<file path="config.mk">
export PLATFORM = sky130hd
export DESIGN_NAME = rxq_ring_mgr
export DESIGN_NICKNAME = d
export VERILOG_FILES = /design/src/rtl/rxq_pkg.sv /design/src/rtl/rxq_ring_index.sv /design/src/rtl/rxq_csr.sv /design/src/rtl/rxq_desc_fsm.sv /design/src/rtl/rxq_ring_mgr.sv
export SDC_FILE = /design/constraint.sdc
export NUM_CORES = 1
export LEC_CHECK = 0
export BUFFER_PORTS_ARGS = -buffer_cell sky130_fd_sc_hd__buf_2
export CAP_MARGIN = 20
export CORE_ASPECT_RATIO = 0.8
export CORE_UTILIZATION = 50
export CTS_BUF_LIST = sky130_fd_sc_hd__clkbuf_8
export DETAILED_ROUTE_END_ITERATION = 10
export MAX_ROUTING_LAYER = met4
export PLACE_DENSITY = 0.82
export SLEW_MARGIN = 20
export SYNTH_ARGS = -nofsm -noshare
export SYNTH_HDL_FRONTEND = slang
export SYNTH_SLANG_ARGS = --single-unit
</file>
<file path="constraint.sdc">
create_clock -name clk -period 2.2 [get_ports clk]
set_input_delay 0.44 -clock clk [delete_from_list [all_inputs] [get_ports clk]]
set_output_delay 0.44 -clock clk [all_outputs]
set_load 0.01 [all_outputs]
</file>
<file path="src/rtl/rxq_pkg.sv">
package rxq_pkg;
    localparam int WORD_W = 32;

    typedef enum logic [2:0] {
        ST_IDLE,
        ST_FETCH,
        ST_CHECK,
        ST_RECV,
        ST_WB_ADDR,
        ST_WB_STAT
    } rxq_state_e;

    localparam logic [1:0] REG_CTRL = 2'd0;
    localparam logic [1:0] REG_QPTR = 2'd1;
    localparam logic [1:0] REG_STAT = 2'd2;
    localparam logic [1:0] REG_DROP = 2'd3;

    localparam int CTRL_EN      = 0;
    localparam int CTRL_IE_BUSY = 1;
    localparam int CTRL_IE_DONE = 2;
    localparam int CTRL_W       = 3;

    localparam int STAT_BUSY = 0;
    localparam int STAT_DONE = 1;
    localparam int STAT_W    = 2;

    localparam int W0_OWN  = 0;
    localparam int W0_WRAP = 1;
endpackage

</file>
<file path="src/rtl/rxq_ring_index.sv">
module rxq_ring_index #(
    parameter int MAX_ENTRIES = 1024,
    parameter int IDX_W       = $clog2(MAX_ENTRIES)
) (
    input  logic             clk,
    input  logic             rst_n,
    input  logic             clear,
    input  logic             advance,
    input  logic             wrap_hint,
    output logic [IDX_W-1:0] idx
);
    localparam logic [IDX_W-1:0] LAST = IDX_W'(MAX_ENTRIES - 1);

    logic [IDX_W-1:0] idx_d, idx_q;

    always_comb begin
        idx_d = idx_q;
        if (clear) begin
            idx_d = '0;
        end else if (advance) begin
            if (wrap_hint || idx_q == LAST) begin
                idx_d = '0;
            end else begin
                idx_d = idx_q + 1'b1;
            end
        end
    end

    always_ff @(posedge clk or negedge rst_n) begin
        if (!rst_n) begin
            idx_q <= '0;
        end else begin
            idx_q <= idx_d;
        end
    end

    assign idx = idx_q;
endmodule

</file>
<file path="src/rtl/rxq_csr.sv">
module rxq_csr
    import rxq_pkg::*;
#(
    parameter int DROP_W = 8
) (
    input  logic              clk,
    input  logic              rst_n,
    input  logic              reg_wr,
    input  logic              reg_rd,
    input  logic [1:0]        reg_addr,
    input  logic [WORD_W-1:0] reg_wdata,
    output logic [WORD_W-1:0] reg_rdata,
    input  logic [WORD_W-1:0] desc_addr,
    input  logic              set_busy,
    input  logic              set_done,
    input  logic              drop_inc,
    output logic              rx_en,
    output logic [WORD_W-1:0] base,
    output logic              ring_clear,
    output logic              irq,
    output logic [DROP_W-1:0] drop_cnt
);
    localparam logic [DROP_W-1:0] DROP_MAX = '1;

    typedef struct packed {
        logic [CTRL_W-1:0] ctrl;
        logic [WORD_W-1:0] base;
        logic [STAT_W-1:0] stat;
        logic [DROP_W-1:0] drops;
    } csr_t;

    csr_t r_d, r_q;
    logic [DROP_W-1:0] drop_base;
    logic              rd_clear;

    always_comb begin
        r_d      = r_q;
        rd_clear = reg_rd && (reg_addr == REG_DROP);
        if (reg_wr && reg_addr == REG_CTRL) begin
            r_d.ctrl = reg_wdata[CTRL_W-1:0];
        end
        if (reg_wr && reg_addr == REG_QPTR) begin
            r_d.base = reg_wdata;
        end
        if (reg_wr && reg_addr == REG_STAT) begin
            r_d.stat = r_q.stat & ~reg_wdata[STAT_W-1:0];
        end
        if (set_busy) begin
            r_d.stat[STAT_BUSY] = 1'b1;
        end
        if (set_done) begin
            r_d.stat[STAT_DONE] = 1'b1;
        end
        drop_base = rd_clear ? '0 : r_q.drops;
        if (drop_inc && drop_base != DROP_MAX) begin
            r_d.drops = drop_base + 1'b1;
        end else begin
            r_d.drops = drop_base;
        end
    end

    always_ff @(posedge clk or negedge rst_n) begin
        if (!rst_n) begin
            r_q <= '0;
        end else begin
            r_q <= r_d;
        end
    end

    always_comb begin
        case (reg_addr)
            REG_CTRL: reg_rdata = WORD_W'(r_q.ctrl);
            REG_QPTR: reg_rdata = desc_addr;
            REG_STAT: reg_rdata = WORD_W'(r_q.stat);
            default:  reg_rdata = WORD_W'(r_q.drops);
        endcase
    end

    assign rx_en      = r_q.ctrl[CTRL_EN];
    assign base       = r_q.base;
    assign ring_clear = reg_wr && (reg_addr == REG_QPTR);
    assign drop_cnt   = r_q.drops;
    assign irq        = (r_q.stat[STAT_BUSY] && r_q.ctrl[CTRL_IE_BUSY]) ||
                        (r_q.stat[STAT_DONE] && r_q.ctrl[CTRL_IE_DONE]);
endmodule

</file>
<file path="src/rtl/rxq_desc_fsm.sv">
module rxq_desc_fsm
    import rxq_pkg::*;
#(
    parameter int LEN_W   = 11,
    parameter int MATCH_W = 4
) (
    input  logic               clk,
    input  logic               rst_n,
    input  logic               rx_en,
    input  logic               frm_start,
    input  logic               frm_good,
    input  logic               frm_bad,
    input  logic [LEN_W-1:0]   frm_len,
    input  logic [MATCH_W-1:0] frm_match,
    input  logic [WORD_W-1:0]  desc_addr,
    input  logic [WORD_W-1:0]  mem_rdata,
    output logic               mem_req,
    output logic               mem_we,
    output logic [WORD_W-1:0]  mem_addr,
    output logic [WORD_W-1:0]  mem_wdata,
    output logic [WORD_W-1:0]  buf_addr,
    output logic               buf_valid,
    output logic               set_busy,
    output logic               set_done,
    output logic               drop_inc,
    output logic               advance,
    output logic               wrap_hint
);
    localparam logic [WORD_W-1:0] STAT_OFS = WORD_W'(4);

    typedef struct packed {
        rxq_state_e         state;
        logic [WORD_W-1:0]  word0;
        logic               end_seen;
        logic               end_ok;
        logic [LEN_W-1:0]   len;
        logic [MATCH_W-1:0] match;
    } fsm_t;

    fsm_t s_d, s_q;
    logic end_now;

    always_comb begin
        s_d       = s_q;
        mem_req   = 1'b0;
        mem_we    = 1'b0;
        mem_addr  = desc_addr;
        mem_wdata = '0;
        buf_valid = 1'b0;
        set_busy  = 1'b0;
        set_done  = 1'b0;
        drop_inc  = 1'b0;
        advance   = 1'b0;
        wrap_hint = 1'b0;
        end_now   = frm_good || frm_bad;

        if (s_q.state != ST_IDLE && end_now && !s_q.end_seen) begin
            s_d.end_seen = 1'b1;
            s_d.end_ok   = frm_good;
            s_d.len      = frm_len;
            s_d.match    = frm_match;
        end

        case (s_q.state)
            ST_IDLE: begin
                s_d.end_seen = 1'b0;
                if (frm_start && rx_en) begin
                    s_d.state = ST_FETCH;
                end
            end
            ST_FETCH: begin
                mem_req   = 1'b1;
                s_d.state = ST_CHECK;
            end
            ST_CHECK: begin
                if (mem_rdata[W0_OWN]) begin
                    set_busy  = 1'b1;
                    drop_inc  = 1'b1;
                    s_d.state = ST_IDLE;
                end else begin
                    s_d.word0 = mem_rdata;
                    s_d.state = ST_RECV;
                end
            end
            ST_RECV: begin
                buf_valid = 1'b1;
                if (s_q.end_seen) begin
                    s_d.state = s_q.end_ok ? ST_WB_ADDR : ST_IDLE;
                end
            end
            ST_WB_ADDR: begin
                mem_req   = 1'b1;
                mem_we    = 1'b1;
                mem_wdata = s_q.word0;
                mem_wdata[W0_OWN] = 1'b1;
                s_d.state = ST_WB_STAT;
            end
            ST_WB_STAT: begin
                mem_req   = 1'b1;
                mem_we    = 1'b1;
                mem_addr  = desc_addr | STAT_OFS;
                mem_wdata[LEN_W-1:0]          = s_q.len;
                mem_wdata[WORD_W-1 -: MATCH_W] = s_q.match;
                set_done  = 1'b1;
                advance   = 1'b1;
                wrap_hint = s_q.word0[W0_WRAP];
                s_d.state = ST_IDLE;
            end
            default: begin
                s_d.state = ST_IDLE;
            end
        endcase
    end

    always_ff @(posedge clk or negedge rst_n) begin
        if (!rst_n) begin
            s_q <= '{state: ST_IDLE, default: '0};
        end else begin
            s_q <= s_d;
        end
    end

    assign buf_addr = {s_q.word0[WORD_W-1:2], 2'b00};
endmodule

</file>
<file path="src/rtl/rxq_ring_mgr.sv">
module rxq_ring_mgr
    import rxq_pkg::*;
#(
    parameter int MAX_ENTRIES = 1024,
    parameter int LEN_W       = 11,
    parameter int MATCH_W     = 4,
    parameter int DROP_W      = 8
) (
    input  logic               clk,
    input  logic               rst_n,
    input  logic               reg_wr,
    input  logic               reg_rd,
    input  logic [1:0]         reg_addr,
    input  logic [31:0]        reg_wdata,
    output logic [31:0]        reg_rdata,
    output logic               mem_req,
    output logic               mem_we,
    output logic [31:0]        mem_addr,
    output logic [31:0]        mem_wdata,
    input  logic [31:0]        mem_rdata,
    input  logic               frm_start,
    input  logic               frm_good,
    input  logic               frm_bad,
    input  logic [LEN_W-1:0]   frm_len,
    input  logic [MATCH_W-1:0] frm_match,
    output logic [31:0]        buf_addr,
    output logic               buf_valid,
    output logic               irq
);
    localparam int IDX_W = $clog2(MAX_ENTRIES);

    logic              rx_en;
    logic [31:0]       base;
    logic              ring_clear;
    logic [IDX_W-1:0]  ring_idx;
    logic [DROP_W-1:0] drop_cnt;
    logic [31:0]       desc_addr;
    logic              set_busy, set_done, drop_inc, advance, wrap_hint;

    assign desc_addr = base | 32'({ring_idx, 3'b000});

    rxq_csr #(.DROP_W(DROP_W)) u_csr (
        .clk        (clk),
        .rst_n      (rst_n),
        .reg_wr     (reg_wr),
        .reg_rd     (reg_rd),
        .reg_addr   (reg_addr),
        .reg_wdata  (reg_wdata),
        .reg_rdata  (reg_rdata),
        .desc_addr  (desc_addr),
        .set_busy   (set_busy),
        .set_done   (set_done),
        .drop_inc   (drop_inc),
        .rx_en      (rx_en),
        .base       (base),
        .ring_clear (ring_clear),
        .irq        (irq),
        .drop_cnt   (drop_cnt)
    );

    rxq_ring_index #(.MAX_ENTRIES(MAX_ENTRIES), .IDX_W(IDX_W)) u_index (
        .clk       (clk),
        .rst_n     (rst_n),
        .clear     (ring_clear),
        .advance   (advance),
        .wrap_hint (wrap_hint),
        .idx       (ring_idx)
    );

    rxq_desc_fsm #(.LEN_W(LEN_W), .MATCH_W(MATCH_W)) u_fsm (
        .clk       (clk),
        .rst_n     (rst_n),
        .rx_en     (rx_en),
        .frm_start (frm_start),
        .frm_good  (frm_good),
        .frm_bad   (frm_bad),
        .frm_len   (frm_len),
        .frm_match (frm_match),
        .desc_addr (desc_addr),
        .mem_rdata (mem_rdata),
        .mem_req   (mem_req),
        .mem_we    (mem_we),
        .mem_addr  (mem_addr),
        .mem_wdata (mem_wdata),
        .buf_addr  (buf_addr),
        .buf_valid (buf_valid),
        .set_busy  (set_busy),
        .set_done  (set_done),
        .drop_inc  (drop_inc),
        .advance   (advance),
        .wrap_hint (wrap_hint)
    );
endmodule

</file>
==> flow_summary.yaml <==
run_status:
  outcome: "finished clean"
floorplan:
  die_h_microns: 95.3
  ios: 220
  initial_core_util_pct: 52.3
  fp.dieArea_sq_mm: 0.0113
  die_w_microns: 119
  core_area_sq_mm: 0.0104
  rows: 33
power:
  switching_share_pct: 33.2
  p_comb_share_pct: 36.5
  power.internal_mw: 4.65
  power_density_mw_per_mm2: 1060
  switchingPower_mw: 2.31
  clockPowerShare_pct: 19.2
  p_leak_nw: 3.30
  total_power_mw: 6.96
  seqPwrFrac_pct: 44.3
  vdd_drop_max_mv: 0.583
clock_tree:
  numCtsBuffers: 9
  clk_pin_slew_ps: 90
  cts-root-buf: "clkbuf_8"
  ctsLongestPathBuffers: 2
  cts_hold_buf: 0
  worstSkewPairLatency_ps: 370
  cts_tree: "yes"
  htree_num_levels: 3
  clock-sinks: 106
routing:
  drt-initial-drc-count: 185
  drt-pass1-iter-count: 4
  drc: 0
  vias: 4074
  m1WireLength_microns: 5200
  highest_layer: "met4"
  wl_met2_microns: 6310
  met3WireLength_microns: 516
  ant_nets: 0
  routed_via_density: 5.14
  avgRoutedWirePerCell_microns: 15.5
  wl_microns: 12300
global_route:
  gr-usage-all-layers_pct: 22.7
  grt_pass1_wl_microns: 19500
  grt_max_degree: 45
  grt-ovfl-total: 0
  grt_pass1_vias: 3957
  antenna_found_initial: 0
yosys:
  synth_compound_area_share_pct: 4.78
  synth_area_per_cell_sq_um: 11.3
  syn-cell-area_sq_mm: 0.00544
  syn_inst: 482
  synth_fa_ha_area_share_pct: 0.230
  synth_flop_cell: "dfrtp_1"
  yosys_warnings: 0
  synthArstFlopShare_pct: 100
  synth_xor_area_share_pct: 1.13
  synth_top_family_by_area: "multiplexers"
  synth-simple-area-share_pct: 14.8
  synth_edf_count: 0
  ys_seq_area_share_pct: 48.7
  ys_ff_latch: 106
  synth_mux_area_share_pct: 20.3
  yosysUniqueCellTypes: 47
timing:
  fmax_mhz: 486
  finalMaxSlewViolations: 0
  setup_viol: 0
  clock_skew_ps: 7.59
  rsz0062_at_grt: "no"
  final_hold_viol_count: 0
  worst_pin_slew_ps: 518
  period_share_pct: 93.4
  max_slew_margin_pct: 65.2
  fin_tns_setup_ps: 0
  period_needed_ps: 2060
critical_path:
  path_max_fanout: 18
  worst_setup_path_start_kind: "flop"
  critPathSlowestCell: "dfrtp_1"
  worstSetupEndpointType: "primary output"
  path_class: "flop to primary output"
  worstPathRequired_ps: 1760
  max_stage_delay_ps: 480
  path_cells: "nand2b_1 > nor2_1 > buf_4 > and2_1 > buf_2"
  cp.arrival_ps: 1620
  r2r_slack_ps: 420
cells_and_area:
  diodes: 0
  fin_cells: 793
  nFillCells: 856
  drive_gt1_share_pct: 52.4
  fin_nets: 737
  area_growth_pct: 20.7
placement:
  io_buffer_count: 217
  place_inst: 776
  gp_congestion: 0.848
  place_hpwl_microns: 9280
flow_run:
  maxCapViolCount: 0
min_path:
  hp-class: "input port to asynchronous set/reset pin"
-- routing by layer --
metal,vias up,GRT usage (%)
met5,-,-
met4,0,7.91
met3,19,3.83
met2,135,38.1
met1,2003,28.1
li1,1917,-
-- state kept, by name, indices dropped and copies added (netlist names) --
signal and count:
u_csr.rx_en 1, u_csr.drop_cnt 8, u_fsm.buf_addr 30, u_csr.r_q 4, u_csr.base 32, u_index.idx 10, u_fsm.s_q 21
-- synthesized netlist by cell type, types with 2 or more instances --
cell type	n	area, sq um
dfrtp_1	106	2650
mux2_2	79	890
buf_4	54	405
and2_1	45	282
nor2_1	37	139
mux2i_1	16	160
nand2_1	15	56.3
a21oi_1	10	50.1
buf_2	10	50.1
inv_1	10	37.5
or2_2	10	62.6
clkbuf_1	9	33.8
nor3_1	9	45.0
nand3_1	8	40.0
xnor2_1	7	61.3
nor2b_1	6	37.5
a211oi_1	5	37.5
nand4_1	4	25.0
o21ai_0	4	20.0
and3_1	3	18.8
a22o_1	2	17.5
a311oi_1	2	17.5
a31o_2	2	17.5
mux4_2	2	45.0
nand2b_1	2	12.5
nand3b_1	2	15.0
o211a_1	2	20.0
o21a_1	2	15.0
-- power by group through the flow --
stage	combinational [mW]	clock [mW]	sequential, mW
CTS	2.57	1.39	3.09
global placement	2.48	0	3.06
floorplan	2.21	0	2.94
finish	2.54	1.34	3.09
detailed placement	2.56	0	3.13
global route	2.77	1.45	3.20
-- placed cells by master, fill, tap and decap left out, types with 3 or more instances in the layout --
cell and n:
mux2_2 79, mux2i_1 16, buf_4 9, a211oi_1 5, inv_1 11, clkbuf_8 11
a21oi_1 10, dfrtp_1 105, nand2_1 15, buf_2 216, buf_12 3, and3_1 3
nor2b_1 6, or2_2 10, and2_1 45, nor3_1 9, nand3_1 8, nand4_1 4
o21ai_0 4, nor2_1 37, xnor2_1 7
-- metrics by stage --
stage / hold slack (ps) / setup WS (ps) / utilization (%) / cell area, sq um
global placement: 441 / 406 / 60.8 / 6330
finish: 44.8 / 144 / 63.1 / 6570
floorplan: 144 / 307 / - / 5450
global route: 59.9 / 1.20 / 63.1 / 6570
CTS: 36.8 / 4.23 / 63.0 / 6560
detailed placement: 455 / 370 / 60.8 / 6330
-- final cells by class --
| type | instances | area (sq um) | area share, % |
|---|---|---|---|
| Sequential cell | 106 | 2650 | 40.4 |
| Multi-Input combinational cell | 292 | 2250 | 34.3 |
| Timing Repair Buffer | 229 | 1220 | 18.6 |
| Tap cell | 140 | 175 | 2.67 |
| Clock buffer | 11 | 151 | 2.30 |
| Clock inverter | 5 | 77.6 | 1.18 |
| Inverter | 10 | 37.5 | 0.571 |
-- worst paths after layout --
| kind | to | start | depth (start not counted) |
|---|---|---|---|
| max | mem_wdata[26] | u_fsm.s_q[50]$_DFFE_PN0P_ | 5 |
| min | u_fsm.buf_addr[28]$_DFFE_PN0P_ | rst_n | 1 |
| max reg2reg | u_csr.drop_cnt[6]$_DFF_PN0_ | u_fsm.s_q[51]$_DFFE_PN0P_ | 4 |
| min reg2reg | u_csr.base[7]$_DFFE_PN0P_ | u_csr.base[7]$_DFFE_PN0P_ | 1 |
| max in group asynchronous | u_index.idx[0]$_DFFE_PN0P_ | rst_n | 2 |
| min in group clk | u_fsm.s_q[18]$_DFFE_PN0P_ | mem_rdata[1] | 3 |
-- cell families after synthesis --
| kind of cell | count (synthesis) |
|---|---|
| buf+inv | 85 |
| simple gates | 147 |
| flops | 106 |
| mux | 98 |
| compound gates | 37 |
| xor+xnor | 7 |
| fa+ha+maj | 1 |
| other cells | 1 |
-- critical path: cells and delay by family, from the launching register on --
family	cells	cell delay, ps
DFF	1	480
and+or+nand+nor	3	450
buffers and inverters	2	320
-- repair_timing --
| item | 4_1_cts | 5_1_grt |
|---|---|---|
| pin swaps | 1 | 1 |
| setup buffers | 0 | 1 |
| gates resized for setup | 0 | 2 |
| endpoints found under the setup margin | 1 | 16 |
Power figures use the tool's default switching activity.
